**src/rtl/pic_pkg.sv**
```systemverilog
package pic_pkg;

    // Register word addresses
    localparam int unsigned A_PEND_SET  = 0;
    localparam int unsigned A_PEND_CLR  = 1;
    localparam int unsigned A_EN_SET    = 2;
    localparam int unsigned A_EN_CLR    = 3;
    localparam int unsigned A_ACTIVE    = 4;
    localparam int unsigned A_PRIO_BASE = 8;

    // Active-stack controller states
    typedef enum logic [1:0] {
        STK_EMPTY,
        STK_NESTED,
        STK_FULL
    } stk_state_e;

endpackage

```
**src/rtl/pic_regs.sv**
```systemverilog
module pic_regs
    import pic_pkg::*;
#(
    parameter int NUM_LINES = 32,
    parameter int PRIO_W    = 2,
    parameter int ADDR_W    = 4,
    parameter int DATA_W    = 32,
    parameter int LINE_W    = 5
) (
    input  logic                             clk,
    input  logic                             rst_n,
    input  logic [NUM_LINES-1:0]             irq_req,
    input  logic                             we,
    input  logic [ADDR_W-1:0]                addr,
    input  logic [DATA_W-1:0]                wdata,
    output logic [DATA_W-1:0]                rdata,
    input  logic                             ack_fire,
    input  logic [LINE_W-1:0]                ack_line,
    input  logic [NUM_LINES-1:0]             act_now,
    input  logic [NUM_LINES-1:0]             act_next,
    output logic [NUM_LINES-1:0]             pend_q,
    output logic [NUM_LINES-1:0]             en_q,
    output logic [NUM_LINES-1:0][PRIO_W-1:0] prio_q
);

    localparam int PER_REG  = DATA_W / 8;
    localparam int PRIO_REGS = NUM_LINES / PER_REG;

    logic                 wr_pset, wr_pclr, wr_eset, wr_eclr;
    logic [NUM_LINES-1:0] wbits;
    logic [NUM_LINES-1:0] ack_clr;
    logic [NUM_LINES-1:0] req_set;

    assign wbits   = wdata[NUM_LINES-1:0];
    assign wr_pset = we && (addr == ADDR_W'(A_PEND_SET));
    assign wr_pclr = we && (addr == ADDR_W'(A_PEND_CLR));
    assign wr_eset = we && (addr == ADDR_W'(A_EN_SET));
    assign wr_eclr = we && (addr == ADDR_W'(A_EN_CLR));
    assign ack_clr = ack_fire ? (NUM_LINES'(1) << ack_line) : '0;
    assign req_set = irq_req & ~act_next;

    always_ff @(posedge clk or negedge rst_n) begin
        if (!rst_n) begin
            pend_q <= '0;
            en_q   <= '0;
        end else begin
            pend_q <= (pend_q & ~(wr_pclr ? wbits : '0) & ~ack_clr)
                    | (wr_pset ? wbits : '0) | req_set;
            en_q   <= (en_q | (wr_eset ? wbits : '0)) & ~(wr_eclr ? wbits : '0);
        end
    end

    // One priority field per line, in the top bits of its byte
    generate
        for (genvar i = 0; i < NUM_LINES; i++) begin : g_prio
            localparam int WORD = i / PER_REG;
            localparam int BYTE = i % PER_REG;
            always_ff @(posedge clk or negedge rst_n) begin
                if (!rst_n) begin
                    prio_q[i] <= '0;
                end else if (we && (addr == ADDR_W'(A_PRIO_BASE + WORD))) begin
                    prio_q[i] <= wdata[8*BYTE+7 -: PRIO_W];
                end
            end
        end
    endgenerate

    always_comb begin
        rdata = '0;
        if (addr == ADDR_W'(A_PEND_SET) || addr == ADDR_W'(A_PEND_CLR)) begin
            rdata = DATA_W'(pend_q);
        end else if (addr == ADDR_W'(A_EN_SET) || addr == ADDR_W'(A_EN_CLR)) begin
            rdata = DATA_W'(en_q);
        end else if (addr == ADDR_W'(A_ACTIVE)) begin
            rdata = DATA_W'(act_now);
        end else begin
            for (int j = 0; j < PRIO_REGS; j++) begin
                if (addr == ADDR_W'(A_PRIO_BASE + j)) begin
                    for (int k = 0; k < PER_REG; k++) begin
                        rdata[8*k+7 -: PRIO_W] = prio_q[j*PER_REG+k];
                    end
                end
            end
        end
    end


    en_clear_chk: assert property (@(posedge clk) disable iff (!rst_n)
        wr_eclr |=> ((en_q & $past(wbits)) == '0));


    pend_set_chk: assert property (@(posedge clk) disable iff (!rst_n)
        wr_pset |=> ((pend_q & $past(wbits)) == $past(wbits)));

endmodule

```
**src/rtl/pic_arbiter.sv**
```systemverilog
module pic_arbiter #(
    parameter int NUM_LINES = 32,
    parameter int PRIO_W    = 2,
    parameter int LINE_W    = 5
) (
    input  logic [NUM_LINES-1:0]             cand,
    input  logic [NUM_LINES-1:0][PRIO_W-1:0] prio,
    input  logic                             ceil_valid,
    input  logic [PRIO_W-1:0]                ceil_prio,
    output logic                             sel_valid,
    output logic [LINE_W-1:0]                sel_line,
    output logic [PRIO_W-1:0]                sel_prio
);

    logic found;

    // Walk downward with <=, so the lowest index wins among equals
    always_comb begin
        found    = 1'b0;
        sel_line = '0;
        sel_prio = '1;
        for (int i = NUM_LINES - 1; i >= 0; i--) begin
            if (cand[i] && (!found || prio[i] <= sel_prio)) begin
                found    = 1'b1;
                sel_line = LINE_W'(i);
                sel_prio = prio[i];
            end
        end
        sel_valid = found && (!ceil_valid || sel_prio < ceil_prio);
    end

endmodule

```
**src/rtl/pic_active_stack.sv**
```systemverilog
module pic_active_stack
    import pic_pkg::*;
#(
    parameter int NUM_LINES = 32,
    parameter int PRIO_W    = 2,
    parameter int LINE_W    = 5,
    parameter int DEPTH     = 4
) (
    input  logic                 clk,
    input  logic                 rst_n,
    input  logic                 push,
    input  logic [LINE_W-1:0]    push_line,
    input  logic [PRIO_W-1:0]    push_prio,
    input  logic                 pop_req,
    output logic                 top_valid,
    output logic [PRIO_W-1:0]    top_prio,
    output logic [NUM_LINES-1:0] act_now,
    output logic [NUM_LINES-1:0] act_next
);

    localparam int DW = $clog2(DEPTH + 1);

    stk_state_e        state_q, state_n;
    logic [DW-1:0]     depth_q, base, depth_n;
    logic              pop;
    logic [LINE_W-1:0] line_q [DEPTH];
    logic [PRIO_W-1:0] prio_q [DEPTH];

    assign pop     = pop_req && (state_q != STK_EMPTY);
    assign base    = depth_q - DW'(pop);
    assign depth_n = base + DW'(push);

    // State register
    always_ff @(posedge clk or negedge rst_n) begin
        if (!rst_n) begin
            state_q <= STK_EMPTY;
            depth_q <= '0;
        end else begin
            state_q <= state_n;
            depth_q <= depth_n;
        end
    end

    // Next state: PUSH, POP or SWAP
    always_comb begin
        state_n = state_q;
        unique case (state_q)
            STK_EMPTY: begin
                if (push) state_n = (depth_n == DW'(DEPTH)) ? STK_FULL : STK_NESTED;
            end
            STK_NESTED: begin
                if (depth_n == '0)             state_n = STK_EMPTY;
                else if (depth_n == DW'(DEPTH)) state_n = STK_FULL;
            end
            STK_FULL: begin
                if (depth_n == '0)             state_n = STK_EMPTY;
                else if (depth_n != DW'(DEPTH)) state_n = STK_NESTED;
            end
            default: state_n = STK_EMPTY;
        endcase
    end

    // Entry storage
    always_ff @(posedge clk or negedge rst_n) begin
        if (!rst_n) begin
            for (int j = 0; j < DEPTH; j++) begin
                line_q[j] <= '0;
                prio_q[j] <= '0;
            end
        end else if (push) begin
            for (int j = 0; j < DEPTH; j++) begin
                if (DW'(j) == base) begin
                    line_q[j] <= push_line;
                    prio_q[j] <= push_prio;
                end
            end
        end
    end

    // Outputs
    always_comb begin
        top_valid = (state_q != STK_EMPTY);
        top_prio  = '0;
        act_now   = '0;
        act_next  = '0;
        for (int j = 0; j < DEPTH; j++) begin
            if (DW'(j) == depth_q - DW'(1)) top_prio = prio_q[j];
            if (DW'(j) < depth_q)           act_now  |= NUM_LINES'(1) << line_q[j];
            if (DW'(j) < base)              act_next |= NUM_LINES'(1) << line_q[j];
        end
        if (push) act_next |= NUM_LINES'(1) << push_line;
    end


    depth_bound_chk: assert property (@(posedge clk) disable iff (!rst_n)
        depth_q <= DW'(DEPTH));


    pop_shrink_chk: assert property (@(posedge clk) disable iff (!rst_n)
        (pop_req && !push && state_q != STK_EMPTY) |=> (depth_q == $past(depth_q) - DW'(1)));


    state_depth_chk: assert property (@(posedge clk) disable iff (!rst_n)
        (state_q == STK_EMPTY) == (depth_q == '0));


    generate
        for (genvar j = 0; j < DEPTH - 1; j++) begin : g_order
            nest_order_chk: assert property (@(posedge clk) disable iff (!rst_n)
                (depth_q > DW'(j + 1)) |-> (prio_q[j+1] < prio_q[j]));
        end
    endgenerate

endmodule

```
**src/rtl/prio_irq_ctrl.sv**
```systemverilog
module prio_irq_ctrl #(
    parameter int NUM_LINES = 32,
    parameter int PRIO_W    = 2,
    parameter int ADDR_W    = 4,
    parameter int DATA_W    = 32,
    localparam int LINE_W   = $clog2(NUM_LINES),
    localparam int LEVELS   = 1 << PRIO_W
) (
    input  logic                 clk,
    input  logic                 rst_n,
    input  logic [NUM_LINES-1:0] irq_req,
    input  logic                 reg_we,
    input  logic [ADDR_W-1:0]    reg_addr,
    input  logic [DATA_W-1:0]    reg_wdata,
    output logic [DATA_W-1:0]    reg_rdata,
    output logic                 irq_valid,
    output logic [LINE_W-1:0]    irq_line,
    input  logic                 irq_ack,
    input  logic                 irq_done
);

    logic [NUM_LINES-1:0]             pend_q, en_q, act_now, act_next;
    logic [NUM_LINES-1:0][PRIO_W-1:0] prio_q;
    logic                             ack_fire, top_valid;
    logic [PRIO_W-1:0]                top_prio, sel_prio;

    assign ack_fire = irq_ack && irq_valid;

    pic_regs #(
        .NUM_LINES(NUM_LINES), .PRIO_W(PRIO_W), .ADDR_W(ADDR_W),
        .DATA_W(DATA_W), .LINE_W(LINE_W)
    ) u_regs (
        .clk(clk), .rst_n(rst_n), .irq_req(irq_req),
        .we(reg_we), .addr(reg_addr), .wdata(reg_wdata), .rdata(reg_rdata),
        .ack_fire(ack_fire), .ack_line(irq_line),
        .act_now(act_now), .act_next(act_next),
        .pend_q(pend_q), .en_q(en_q), .prio_q(prio_q)
    );

    pic_arbiter #(
        .NUM_LINES(NUM_LINES), .PRIO_W(PRIO_W), .LINE_W(LINE_W)
    ) u_arb (
        .cand(pend_q & en_q), .prio(prio_q),
        .ceil_valid(top_valid), .ceil_prio(top_prio),
        .sel_valid(irq_valid), .sel_line(irq_line), .sel_prio(sel_prio)
    );

    pic_active_stack #(
        .NUM_LINES(NUM_LINES), .PRIO_W(PRIO_W), .LINE_W(LINE_W), .DEPTH(LEVELS)
    ) u_stack (
        .clk(clk), .rst_n(rst_n),
        .push(ack_fire), .push_line(irq_line), .push_prio(sel_prio),
        .pop_req(irq_done),
        .top_valid(top_valid), .top_prio(top_prio),
        .act_now(act_now), .act_next(act_next)
    );


    offer_legal_chk: assert property (@(posedge clk) disable iff (!rst_n)
        irq_valid |-> (pend_q[irq_line] && en_q[irq_line]));


    ack_active_chk: assert property (@(posedge clk) disable iff (!rst_n)
        ack_fire |=> act_now[$past(irq_line)]);

endmodule

```
**config.mk**
```make
export PLATFORM = sky130hd
export DESIGN_NAME = prio_irq_ctrl
export DESIGN_NICKNAME = d
export VERILOG_FILES = /design/src/rtl/pic_pkg.sv /design/src/rtl/pic_regs.sv /design/src/rtl/pic_arbiter.sv /design/src/rtl/pic_active_stack.sv /design/src/rtl/prio_irq_ctrl.sv
export SDC_FILE = /design/constraint.sdc
export NUM_CORES = 1
export LEC_CHECK = 0
export CAP_MARGIN = 25
export CELL_PAD_IN_SITES_DETAIL_PLACEMENT = 0
export CELL_PAD_IN_SITES_GLOBAL_PLACEMENT = 1
export CORE_ASPECT_RATIO = 1.5
export CORE_MARGIN = 8
export CORE_UTILIZATION = 45
export DETAILED_ROUTE_END_ITERATION = 7
export PLACE_DENSITY_LB_ADDON = 0.1
export SYNTH_ARGS = -nofsm -noshare
export SYNTH_HDL_FRONTEND = slang
export SYNTH_SLANG_ARGS = --single-unit
```
**constraint.sdc**
```tcl
create_clock -name clk -period 105.4 [get_ports clk]
set_input_delay 10.54 -clock clk [delete_from_list [all_inputs] [get_ports clk]]
set_output_delay 10.54 -clock clk [all_outputs]
set_load 0.05 [all_outputs]
```
==> results of run 1 <==
-- Yosys cell counts (13+ instances only) --
cell type / n
o221ai_1: 18
a22oi_1: 15
nand3_1: 43
a221oi_1: 23
o21a_1: 25
a41oi_1: 14
or2_2: 13
o22ai_1: 66
mux2i_1: 18
a31oi_1: 16
clkbuf_1: 84
inv_1: 58
a21o_1: 28
nand2b_1: 21
nor3_1: 35
nor2b_1: 63
nor2_1: 115
a222oi_1: 16
mux2_2: 76
a21oi_1: 161
nand2_1: 224
ha_1: 67
dfrtp_1: 161
and2_1: 16
o21ai_0: 121
-- routing by layer --
metal,wire length [µm],track usage,part of all wire
met2,31400,0.592,0.47
met1,23900,0.391,0.36
met3,5310,0.0595,0.080
met5,0,0,0
met4,5880,0.282,0.088
-- metrics by stage --
stage / cells / utilization / instance area [µm²] / setup slack, ps / hold WS [ps]
floorplan: 1735 / - / 13900 / 56510 / 479
global placement: 2168 / 0.498 / 15300 / 50500 / 488
detailed placement: 2169 / 0.498 / 15300 / 49520 / 501
CTS: 2200 / 0.517 / 15900 / 48910 / 518
global route: 2202 / 0.518 / 15900 / 44360 / 534
finish: 2202 / 0.518 / 15900 / 47980 / 513
-- cell families after synthesis --
kind of cell | Yosys count | share of synthesized area
flip-flops | 161 | 0.289
AND/OR/NAND/NOR | 604 | 0.210
multiplexers | 104 | 0.0905
AO/OA/AOI/OAI | 637 | 0.305
adder cells (fa/ha/maj) | 67 | 0.0601
buffers and inverters | 159 | 0.0438
XOR/XNOR | 3 | 0.00188
-- final cells by class --
cell class | instances | area share
inverters | 60 | 0.0141
clock inverters | 13 | 0.00880
flip-flops and latches | 161 | 0.253
repair buffers | 130 | 0.0794
clock buffers | 18 | 0.0276
multi-input cells | 1415 | 0.585
well taps | 405 | 0.0318
-- how the worst max path moves through the flow --
stage / start / end / cells past startpoint
final: u_regs.en_q[31]$_DFF_PN0_ / irq_valid / 210
after global routing: u_regs.pend_q[31]$_DFF_PN0_ / irq_valid / 220
after CTS: u_regs.en_q[31]$_DFF_PN0_ / irq_valid / 211
after detailed placement: u_regs.en_q[31]$_DFF_PN0_ / irq_valid / 211
after global placement: u_regs.pend_q[31]$_DFF_PN0_ / irq_valid / 211
after floorplan: u_regs.en_q[31]$_DFF_PN0_ / irq_valid / 212
-- registers in the layout (all words and copies together) (netlist names) --
register	flops
u_regs.en_q	32
u_stack.depth_q	3
u_stack.state_q	2
u_stack.line_q	20
u_regs.prio_q	64
u_regs.pend_q	32
u_stack.prio_q	8
==> summary.txt, run 1 <==
Timing
  – Final period util: 0.545
  – Tightest Pin Transition: 1280 ps
  – RSZ-0062 raised after global routing: false
  – Final Hold Violating Endpoints: 0
  – FMAX: approximately 17 MHz
  – Crit path time final: ~57000 ps
  – Final setup violation count: 0
  – Slew Limit Fails: 0
  – Sum Neg Setup Slack: 0 ps
  – Fin Clk Skew: 12.6 ps
  – Worst relative slew slack: 0.147

Die
  – Width of the die: approximately 160 µm
  – DIE AREA: between 0.03 and 0.04 mm²
  – Die height: approximately 230 µm
  – Std-Cell Rows: 79
  – Starting Density: 0.454
  – Core Footprint: just over 0.03 mm²
  – I/O pin cnt: 111

Critical path
  – WP data arrival: 46880 ps
  – Largest stage delay on the critical path: around 980 ps
  – Worst R2R Path Depth: 216
  – WS Path Type: register to primary output
  – R2R Setup Slk: just under 60000 ps
  – RR Endpoint: u_stack.state_q[0]$_DFFE_PN0P_
  – Most frequent CP cell: ha_1
  – Crit-path max FO: 11
  – Data required time of the critical path: approximately 95000 ps
  – Critical path's slowest cell: o31ai_1
  – Reg2reg start: u_regs.en_q[31]$_DFF_PN0_
  – Endpoint class of the critical path: primary output
  – CP delay by family, top: compound AO/OA/AOI/OAI gates
  – Kind of start point of the critical path: register
  – CP Buf/Inv Count: 9

Logic synthesis
  – Yosys reg bits: roughly 160
  – Syn Area/Cell: 8.04 µm²
  – Post-synth EDFFs: 0
  – Distinct cells, synth: 86
  – Synth async-reset ratio: 1.00
  – Cell count after synthesis: ~1700
  – Mapped cell area: 0.0139 mm²
  – Post-synth top flop: dfrtp_1
  – Area contributors post-synth: dfrtp_1, mux2_2, nand2_1, ha_1, a21oi_1
  – Post-synth top area share: 0.289
  – Syn_nets: about 1900
  – Sequential element share of the synthesized area: 0.289
  – Ys Warns: 0
  – Cell taking the most area after synthesis: dfrtp_1

Clocking
  – Cts repair resizes: 0
  – Clock Pin Slew Worst Setup and Hold Paths: approximately 70 ps
  – TritonCTS clock tree: yes
  – Postcts setup bufs: 0
  – Clock latency on the worst-skew pair: approximately 460 ps
  – CTS sink cnt: 161
  – Cts hold-fix bufs: 0
  – Maximum root-to-sink buffer count: 2
  – TritonCTS buffer count: 17
  – Number of H-tree levels: 4
  – Clk root buf: clkbuf_16

Routing
  – Routed wire length: between 60000 and 70000 µm
  – Wire per inst: around 30 µm
  – Pre-antenna DRT Iters: 8
  – Antenna-violating nets left: 0
  – Post-DR vias/cell: approximately 6.9
  – Via Count: ~15000
  – Residual DRC count: 13
  – Iter 0 DRT Violations: between 1500 and 2000

Worst hold path
  – Hold depth: 1
  – Hold_sp: u_stack.prio_q[2]$_DFFE_PN0P_
  – Hold EP: u_stack.prio_q[2]$_DFFE_PN0P_
  – Worst hold path class: register to register

Cells and area
  – Multi-input logic area: 0.00932 mm²
  – Register Area: between 0.004 and 0.005 mm²
  – # diodes: 0
  – Layout cells sized above 1: 0.101
  – Most common cell after layout, fill and taps aside: nand2_1
  – Area added between synthesis and finish: 14.2%
  – Most frequent cells in the layout: nand2_1, a21oi_1, dfrtp_1, o21ai_0, nor2_1
  – Final #Nets: between 1500 and 2000
  – Fill count: between 2000 and 3000

Flow run
  – Maxcap violations: 0

GRT
  – Vias in the first global route: roughly 15000
  – Overflow after GRT: 0
  – GRT Resource Usage Total: 0.352
  – Antenna violations before repair: 0
  – First-pass GRT wire length: approximately 98000 µm
  – Largest net degree at the start of global routing: between 80 and 90

Status
  – Failing checks: DRC
  – Outcome: finished, violations left

Place
  – Port Buf Inserts: between 100 and 150
  – Post-DP HPWL: 51900 µm
  – GPL Wtd Cong: 1.04
Power of run 1 is left out: the tool's default activity adds up to more than one toggle a clock period on the data nets, which glitch-free logic cannot reach.
==> run 2: changes to the inputs <==
clock period = 55.2 ns   (was 105.4 ns; I/O delays follow)
==> run 2 against run 1 <==
  * Global-route usage grew 0.16 points
  * Critical path type unchanged
  * Sequential share of layout area about the same
  * Setup slack lost 44000 ps
  * Worst hold slack worse by 1.3 ps
  * Flip-flop and latch count did not move
  * Via count decreased by 0.26%
  * The flow now finishes without violations
  * Largest cell class unchanged
  * Die area is the same
  * First-iteration DRC count grew 1.6%
  * Final cell count is essentially flat
==> summary.txt, run 2 (synthesis gave the netlist of run 1 again) <==
Worst hold path
  – Hold depth: 1 (unchanged)
  – Worst hold path class: register to register (unchanged)

Critical path
  – Largest stage delay on the critical path: 840 ps (was 980 ps)
  – Crit-path max FO: 11 (unchanged)
  – Kind of start point of the critical path: register (unchanged)
  – Most frequent CP cell: ha_1 (unchanged)
  – Data required time of the critical path: 49680 ps (was 94860 ps)
  – WS Path Type: register to primary output (unchanged)
  – Critical path's slowest cell: clkdlybuf4s50_1 (was o31ai_1)
  – Worst R2R Path Depth: 220 (was 216)
  – WP data arrival: 46030 ps (was 46880 ps)
  – Endpoint class of the critical path: primary output (unchanged)

Timing
  – Final Hold Violating Endpoints: 0 (unchanged)
  – Fin Clk Skew: 15.8 ps (was 12.6 ps)
  – Worst relative slew slack: 0.222 (was 0.147)
  – Slew Limit Fails: 0 (unchanged)
  – Final setup violation count: 0 (unchanged)
  – FMAX: 19.4 MHz
  – Crit path time final: about 52000 ps
  – Sum Neg Setup Slack: 0 ps (unchanged)
  – RSZ-0062 raised after global routing: false (unchanged)
  – Final period util: 0.934
  – Tightest Pin Transition: 1170 ps (was 1280 ps)

Die
  – Starting Density: 0.454 (unchanged)
  – Core Footprint: 0.0307 mm² (unchanged)
  – Die height: 232 µm (unchanged)
  – I/O pin cnt: 111 (unchanged)
  – Width of the die: 160 µm (unchanged)
  – Std-Cell Rows: 79 (unchanged)
  – DIE AREA: 0.0370 mm² (unchanged)

Clocking
  – Number of H-tree levels: 4 (unchanged)
  – TritonCTS clock tree: yes (unchanged)
  – Maximum root-to-sink buffer count: 2 (unchanged)
  – Cts hold-fix bufs: 0 (unchanged)
  – Clock Pin Slew Worst Setup and Hold Paths: 80 ps (was 70 ps)
  – Clk root buf: clkbuf_16 (unchanged)
  – CTS sink cnt: 161 (unchanged)
  – Clock latency on the worst-skew pair: 460 ps (about the same)
  – TritonCTS buffer count: 17 (unchanged)

Routing
  – Residual DRC count: 0 (was 13)
  – Iter 0 DRT Violations: 1579 (was 1554)
  – Antenna-violating nets left: 0 (unchanged)
  – Post-DR vias/cell: 6.91 (was 6.92)
  – Pre-antenna DRT Iters: 7 (was 8)
  – Via Count: 15200 (about the same)
  – Routed wire length: 66900 µm (was 66500 µm)
  – Wire per inst: 30.4 µm (was 30.2 µm)

Place
  – Post-DP HPWL: 51500 µm (was 51900 µm)
  – GPL Wtd Cong: 1.04 (about the same)
  – Port Buf Inserts: 110 (unchanged)

Flow run
  – Maxcap violations: 0 (unchanged)

Cells and area
  – Largest register by flop count: u_regs.prio_q (unchanged)
  – # diodes: 0 (unchanged)
  – Top Registers: u_regs.prio_q (64), u_regs.en_q (32), u_regs.pend_q (32) (unchanged)
  – Layout cells sized above 1: 0.103 (was 0.101)
  – Max FFs per register: 64 (unchanged)
  – Most common cell after layout, fill and taps aside: nand2_1 (unchanged)
  – Most frequent cells in the layout: nand2_1, a21oi_1, dfrtp_1, o21ai_0, nor2_1 (unchanged)
  – Area added between synthesis and finish: 14.5% (was 14.2%)
  – Final #Nets: 1922 (was 1925)

GRT
  – Vias in the first global route: 14800 (was 14900)
  – Largest net degree at the start of global routing: 105 (was 89)
  – GRT Resource Usage Total: 0.354 (was 0.352)
  – Overflow after GRT: 0 (unchanged)
  – First-pass GRT wire length: 97700 µm (was 97600 µm)
  – Antenna violations before repair: 1 (was 0)

Status
  – Outcome: finished, final reports clean (was finished, violations left)
run 2: layout make-up:
| type | instances | area (µm²) |
|---|---|---|
| Fill cell | 3025 | 14800 |
| Multi-Input combinational cell | 1415 | 9360 |
| Sequential cell | 161 | 4030 |
| Timing Repair Buffer | 127 | 1240 |
| Tap cell | 405 | 507 |
| Clock buffer | 18 | 429 |
| Inverter | 60 | 229 |
| Clock inverter | 14 | 166 |
run 2: metal layers:
layer	wire [µm]	vias to the layer above	track usage
li1	-	6648	-
met1	24800	7322	0.401
met2	32400	967	0.607
met3	4600	261	0.0549
met4	5180	0	0.243
met5	0	-	0
run 2: final timing paths:
path	from	end	slack [ps]
setup / recovery	u_regs.pend_q[31]$_DFF_PN0_	irq_valid	3650
hold / removal	u_stack.prio_q[5]$_DFFE_PN0P_	u_stack.prio_q[5]$_DFFE_PN0P_	510
setup reg to reg	u_regs.pend_q[31]$_DFF_PN0_	u_stack.line_q[10]$_DFFE_PN0P_	8700
hold reg to reg	u_stack.prio_q[5]$_DFFE_PN0P_	u_stack.prio_q[5]$_DFFE_PN0P_	510
max in group asynchronous	rst_n	u_regs.en_q[22]$_DFF_PN0_	48690
min in group asynchronous	rst_n	u_stack.line_q[11]$_DFFE_PN0P_	4950
run 2: what timing repair did:
item	in CTS	in global routing
setup buffers	0	0
resized for setup	0	8
setup endpoints to repair	0	4
run 2: metrics by stage:
stage          instances  utilization  hold slack [ps]  setup slack [ps]  cell area (µm²)
2_1_floorplan       1735            -              479             11330            13900
3_5_place_dp        2167        0.498              496              4080            15300
5_1_grt             2200        0.519              533               165            16000
6_report            2200        0.519              512              3650            16000
3_3_place_gp        2166        0.497              490              5090            15300
4_1_cts             2199        0.517              513              3380            15900
run 2: worst max-delay path, delay by kind of cell (launching register included):
kind	cells	cell delay, ps
AND/OR/NAND/NOR	70	11210
adder cells (fa/ha/maj)	32	9090
multiplexers	5	1850
flip-flops	1	490
buffers and inverters	10	1690
AO/OA/AOI/OAI	99	21190
Power of run 2 is left out for the same reason.
==> run 3: changes to the inputs <==
SETUP_SLACK_MARGIN = 0.4   (was unset)
SYNTH_HIERARCHICAL = 1   (was unset)
==> run 3 against run 2 <==
  * Utilization is 0.20 points lower
  * Synthesized cell count is 3.3% higher
  * Worst hold slack worse by 26 ps
  * Routed wire length is 1.8% higher
  * First-iteration DRC count is 7.5% lower
  * Non-clock buffer count is 6 higher
  * Count of clock-buffer cells in the layout is 2 higher
  * Flip-flop and latch count stayed put
  * Via count is 2.1% higher
  * Global-route usage is 1.2 points lower
  * Sequential share of layout area is 1.4 points lower
  * Die area is 6.4% higher
  * Critical path type unchanged
==> summary.txt, run 3 <==
Critical path
  – Critical path's slowest cell: clkdlybuf4s50_1 (unchanged)
  – Data required time of the critical path: 49680 ps (about the same)
  – RR Endpoint: u_regs/pend_q[11]$_DFF_PN0_ (was u_stack.line_q[10]$_DFFE_PN0P_)
  – Endpoint class of the critical path: primary output (unchanged)
  – Reg2reg start: u_regs/en_q[31]$_DFF_PN0_ (was u_regs.pend_q[31]$_DFF_PN0_)
  – R2R Setup Slk: 8590 ps (was 8700 ps)
  – Worst R2R Path Depth: 205 (was 220)
  – Kind of start point of the critical path: register (unchanged)
  – Largest stage delay on the critical path: 840 ps (about the same)
  – Crit-path max FO: 10 (was 11)
  – WP data arrival: 45590 ps (was 46030 ps)
  – CP Launch Point: u_regs/en_q[31]$_DFF_PN0_ (was u_regs.pend_q[31]$_DFF_PN0_)
  – WS Path Type: register to primary output (unchanged)
  – Most frequent CP cell: o21ai_0 (was ha_1)

Die
  – Width of the die: 165 µm (was 160 µm)
  – I/O pin cnt: 111 (unchanged)
  – Std-Cell Rows: 81 (was 79)
  – Starting Density: 0.457 (was 0.454)
  – Die height: 239 µm (was 232 µm)
  – Core Footprint: 0.0326 mm² (was 0.0307 mm²)
  – DIE AREA: 0.0393 mm² (was 0.0370 mm²)

Logic synthesis
  – Area contributors post-synth: dfrtp_1, mux2_2, ha_1, nand2_1, a21oi_1 (was dfrtp_1, mux2_2, nand2_1, ha_1, a21oi_1)
  – Syn_nets: 1932 (was 1875)
  – Post-synth top area share: 0.270 (was 0.289)
  – Yosys reg bits: 161 (unchanged)
  – Post-synth EDFFs: 0 (unchanged)
  – Synth async-reset ratio: 1.00 (unchanged)
  – Most frequent cells after synthesis: nand2_1, dfrtp_1, inv_1 (was nand2_1, a21oi_1, dfrtp_1)
  – Cell taking the most area after synthesis: dfrtp_1 (unchanged)
  – Syn Area/Cell: 8.32 µm² (was 8.04 µm²)
  – Post-synth top flop: dfrtp_1 (unchanged)
  – Ys Warns: 6 (was 0)
  – Mapped cell area: 0.0149 mm² (was 0.0139 mm²)
  – Most common cell in the netlist: nand2_1 (unchanged)
  – Distinct cells, synth: 103 (was 86)
  – Cell count after synthesis: 1792 (was 1735)
  – Sequential element share of the synthesized area: 0.270 (was 0.289)

Clocking
  – Postcts setup bufs: 0 (unchanged)
  – Cts hold-fix bufs: 0 (unchanged)
  – TritonCTS clock tree: yes (unchanged)
  – Number of H-tree levels: 4 (unchanged)
  – TritonCTS buffer count: 17 (unchanged)
  – CTS sink cnt: 161 (unchanged)
  – Clock latency on the worst-skew pair: 450 ps (was 460 ps)
  – Maximum root-to-sink buffer count: 2 (unchanged)
  – Clk root buf: clkbuf_16 (unchanged)
  – Cts repair resizes: 0 (unchanged)
  – Clock Pin Slew Worst Setup and Hold Paths: 70 ps (was 80 ps)

Cells and area
  – Final #Nets: 1976 (was 1922)
  – # diodes: 0 (unchanged)
  – Layout cells sized above 1: 0.107 (was 0.103)
  – Area added between synthesis and finish: 13.2% (was 14.5%)
  – Most frequent cells in the layout: nand2_1, dfrtp_1, inv_1, a21oi_1, o21ai_0 (was nand2_1, a21oi_1, dfrtp_1, o21ai_0, nor2_1)
  – Most common cell after layout, fill and taps aside: nand2_1 (unchanged)
  – Top Registers: u_regs/prio_q (64), u_regs/en_q (32), u_regs/pend_q (32) (was u_regs.prio_q (64), u_regs.en_q (32), u_regs.pend_q (32))
  – Max FFs per register: 64 (unchanged)
  – Largest register by flop count: u_regs/prio_q (was u_regs.prio_q)

Timing
  – RSZ-0062 raised after global routing: false (unchanged)
  – Sum Neg Setup Slack: 0 ps (unchanged)
  – Slew Limit Fails: 0 (unchanged)
  – Fin Clk Skew: 13.7 ps (was 15.8 ps)
  – Final period util: 0.926 (was 0.934)
  – Fin Hold WS: 485 ps (was 512 ps)
  – Worst relative slew slack: 0.341 (was 0.222)
  – Crit path time final: 51110 ps (was 51550 ps)
  – FMAX: 19.6 MHz (was 19.4 MHz)
  – Final Hold Violating Endpoints: 0 (unchanged)
  – Tightest Pin Transition: 980 ps (was 1170 ps)
  – Final setup violation count: 0 (unchanged)

GRT
  – Vias in the first global route: 15200 (was 14800)
  – Largest net degree at the start of global routing: 100 (was 105)
  – First-pass GRT wire length: 99500 µm (was 97700 µm)
  – GRT Resource Usage Total: 0.342 (was 0.354)
  – Antenna violations before repair: 1 (unchanged)
  – Overflow after GRT: 0 (unchanged)

Worst hold path
  – Hold_sp: u_stack/prio_q[1]$_DFFE_PN0P_ (was u_stack.prio_q[5]$_DFFE_PN0P_)
  – Hold depth: 1 (unchanged)
  – Hold EP: u_stack/prio_q[1]$_DFFE_PN0P_ (was u_stack.prio_q[5]$_DFFE_PN0P_)
  – Worst hold path class: register to register (unchanged)

Place
  – Post-DP HPWL: 51700 µm (was 51500 µm)
  – Port Buf Inserts: 110 (unchanged)
  – GPL Wtd Cong: 1.03 (was 1.04)

Routing
  – Iter 0 DRT Violations: 1460 (was 1579)
  – Pre-antenna DRT Iters: 8 (was 7)
  – Antenna-violating nets left: 0 (unchanged)
  – Via Count: 15500 (was 15200)
  – Residual DRC count: 0 (unchanged)
  – Post-DR vias/cell: 6.86 (was 6.91)
  – Routed wire length: 68100 µm (was 66900 µm)
  – Wire per inst: 30.1 µm (was 30.4 µm)

Flow run
  – Maxcap violations: 0 (unchanged)

Status
  – Outcome: finished, final reports clean (unchanged)
## run 3: how the worst max path moves through the flow
stage	endpoint	slack [ps]	depth (start not counted)
floorplan	irq_line[1]	10910	192
global placement	irq_valid	5610	198
detailed placement	irq_valid	4780	198
CTS	irq_valid	4210	198
global route	irq_valid	430	202
finish	irq_valid	4090	199
## run 3: area by class of cell
class,instances,area (µm²)
Clock buffer,20,437
Timing Repair Buffer,133,1290
Fill cell,3204,15800
Multi-Input combinational cell,1406,9980
Clock inverter,12,181
Inverter,117,439
Sequential cell,161,4030
Tap cell,415,519
## run 3: layer usage
layer | track usage | up-vias | share of wire
met5 | 0 | - | 0.00019
met4 | 0.224 | 2 | 0.071
met3 | 0.0503 | 218 | 0.059
met2 | 0.601 | 755 | 0.51
met1 | 0.375 | 7715 | 0.36
li1 | - | 6834 | -
## run 3: metrics by stage
stage	worst slack, ps	util	area (µm²)	instances
after floorplan	10910	-	14900	1792
after global placement	5610	0.497	16200	2230
after detailed placement	4780	0.497	16200	2231
after CTS	4210	0.516	16800	2263
after global routing	429	0.517	16900	2264
final	4090	0.517	16900	2264
## run 3: worst max-delay path, delay by kind of cell (launching register included)
kind	cells	cell delay [ps]
AO/OA/AOI/OAI	90	22040
adder cells (fa/ha/maj)	32	9010
buffers and inverters	7	1500
flip-flops	1	390
multiplexers	11	4000
AND/OR/NAND/NOR	59	8120
## run 3: cells by family (layout without fill, tap and decap cells)
kind of cell | after synthesis | count (layout) | synth area share
buffers and inverters | 225 | 282 | 0.0633
muxes | 164 | 164 | 0.120
xor gates and xnor gates | 3 | 3 | 0.00227
and+or+nand+nor | 592 | 592 | 0.210
AOI/OAI and AO/OA | 580 | 580 | 0.277
adders and majority gates | 67 | 67 | 0.0562
DFF | 161 | 161 | 0.270
Power of run 3 is left out for the same reason.
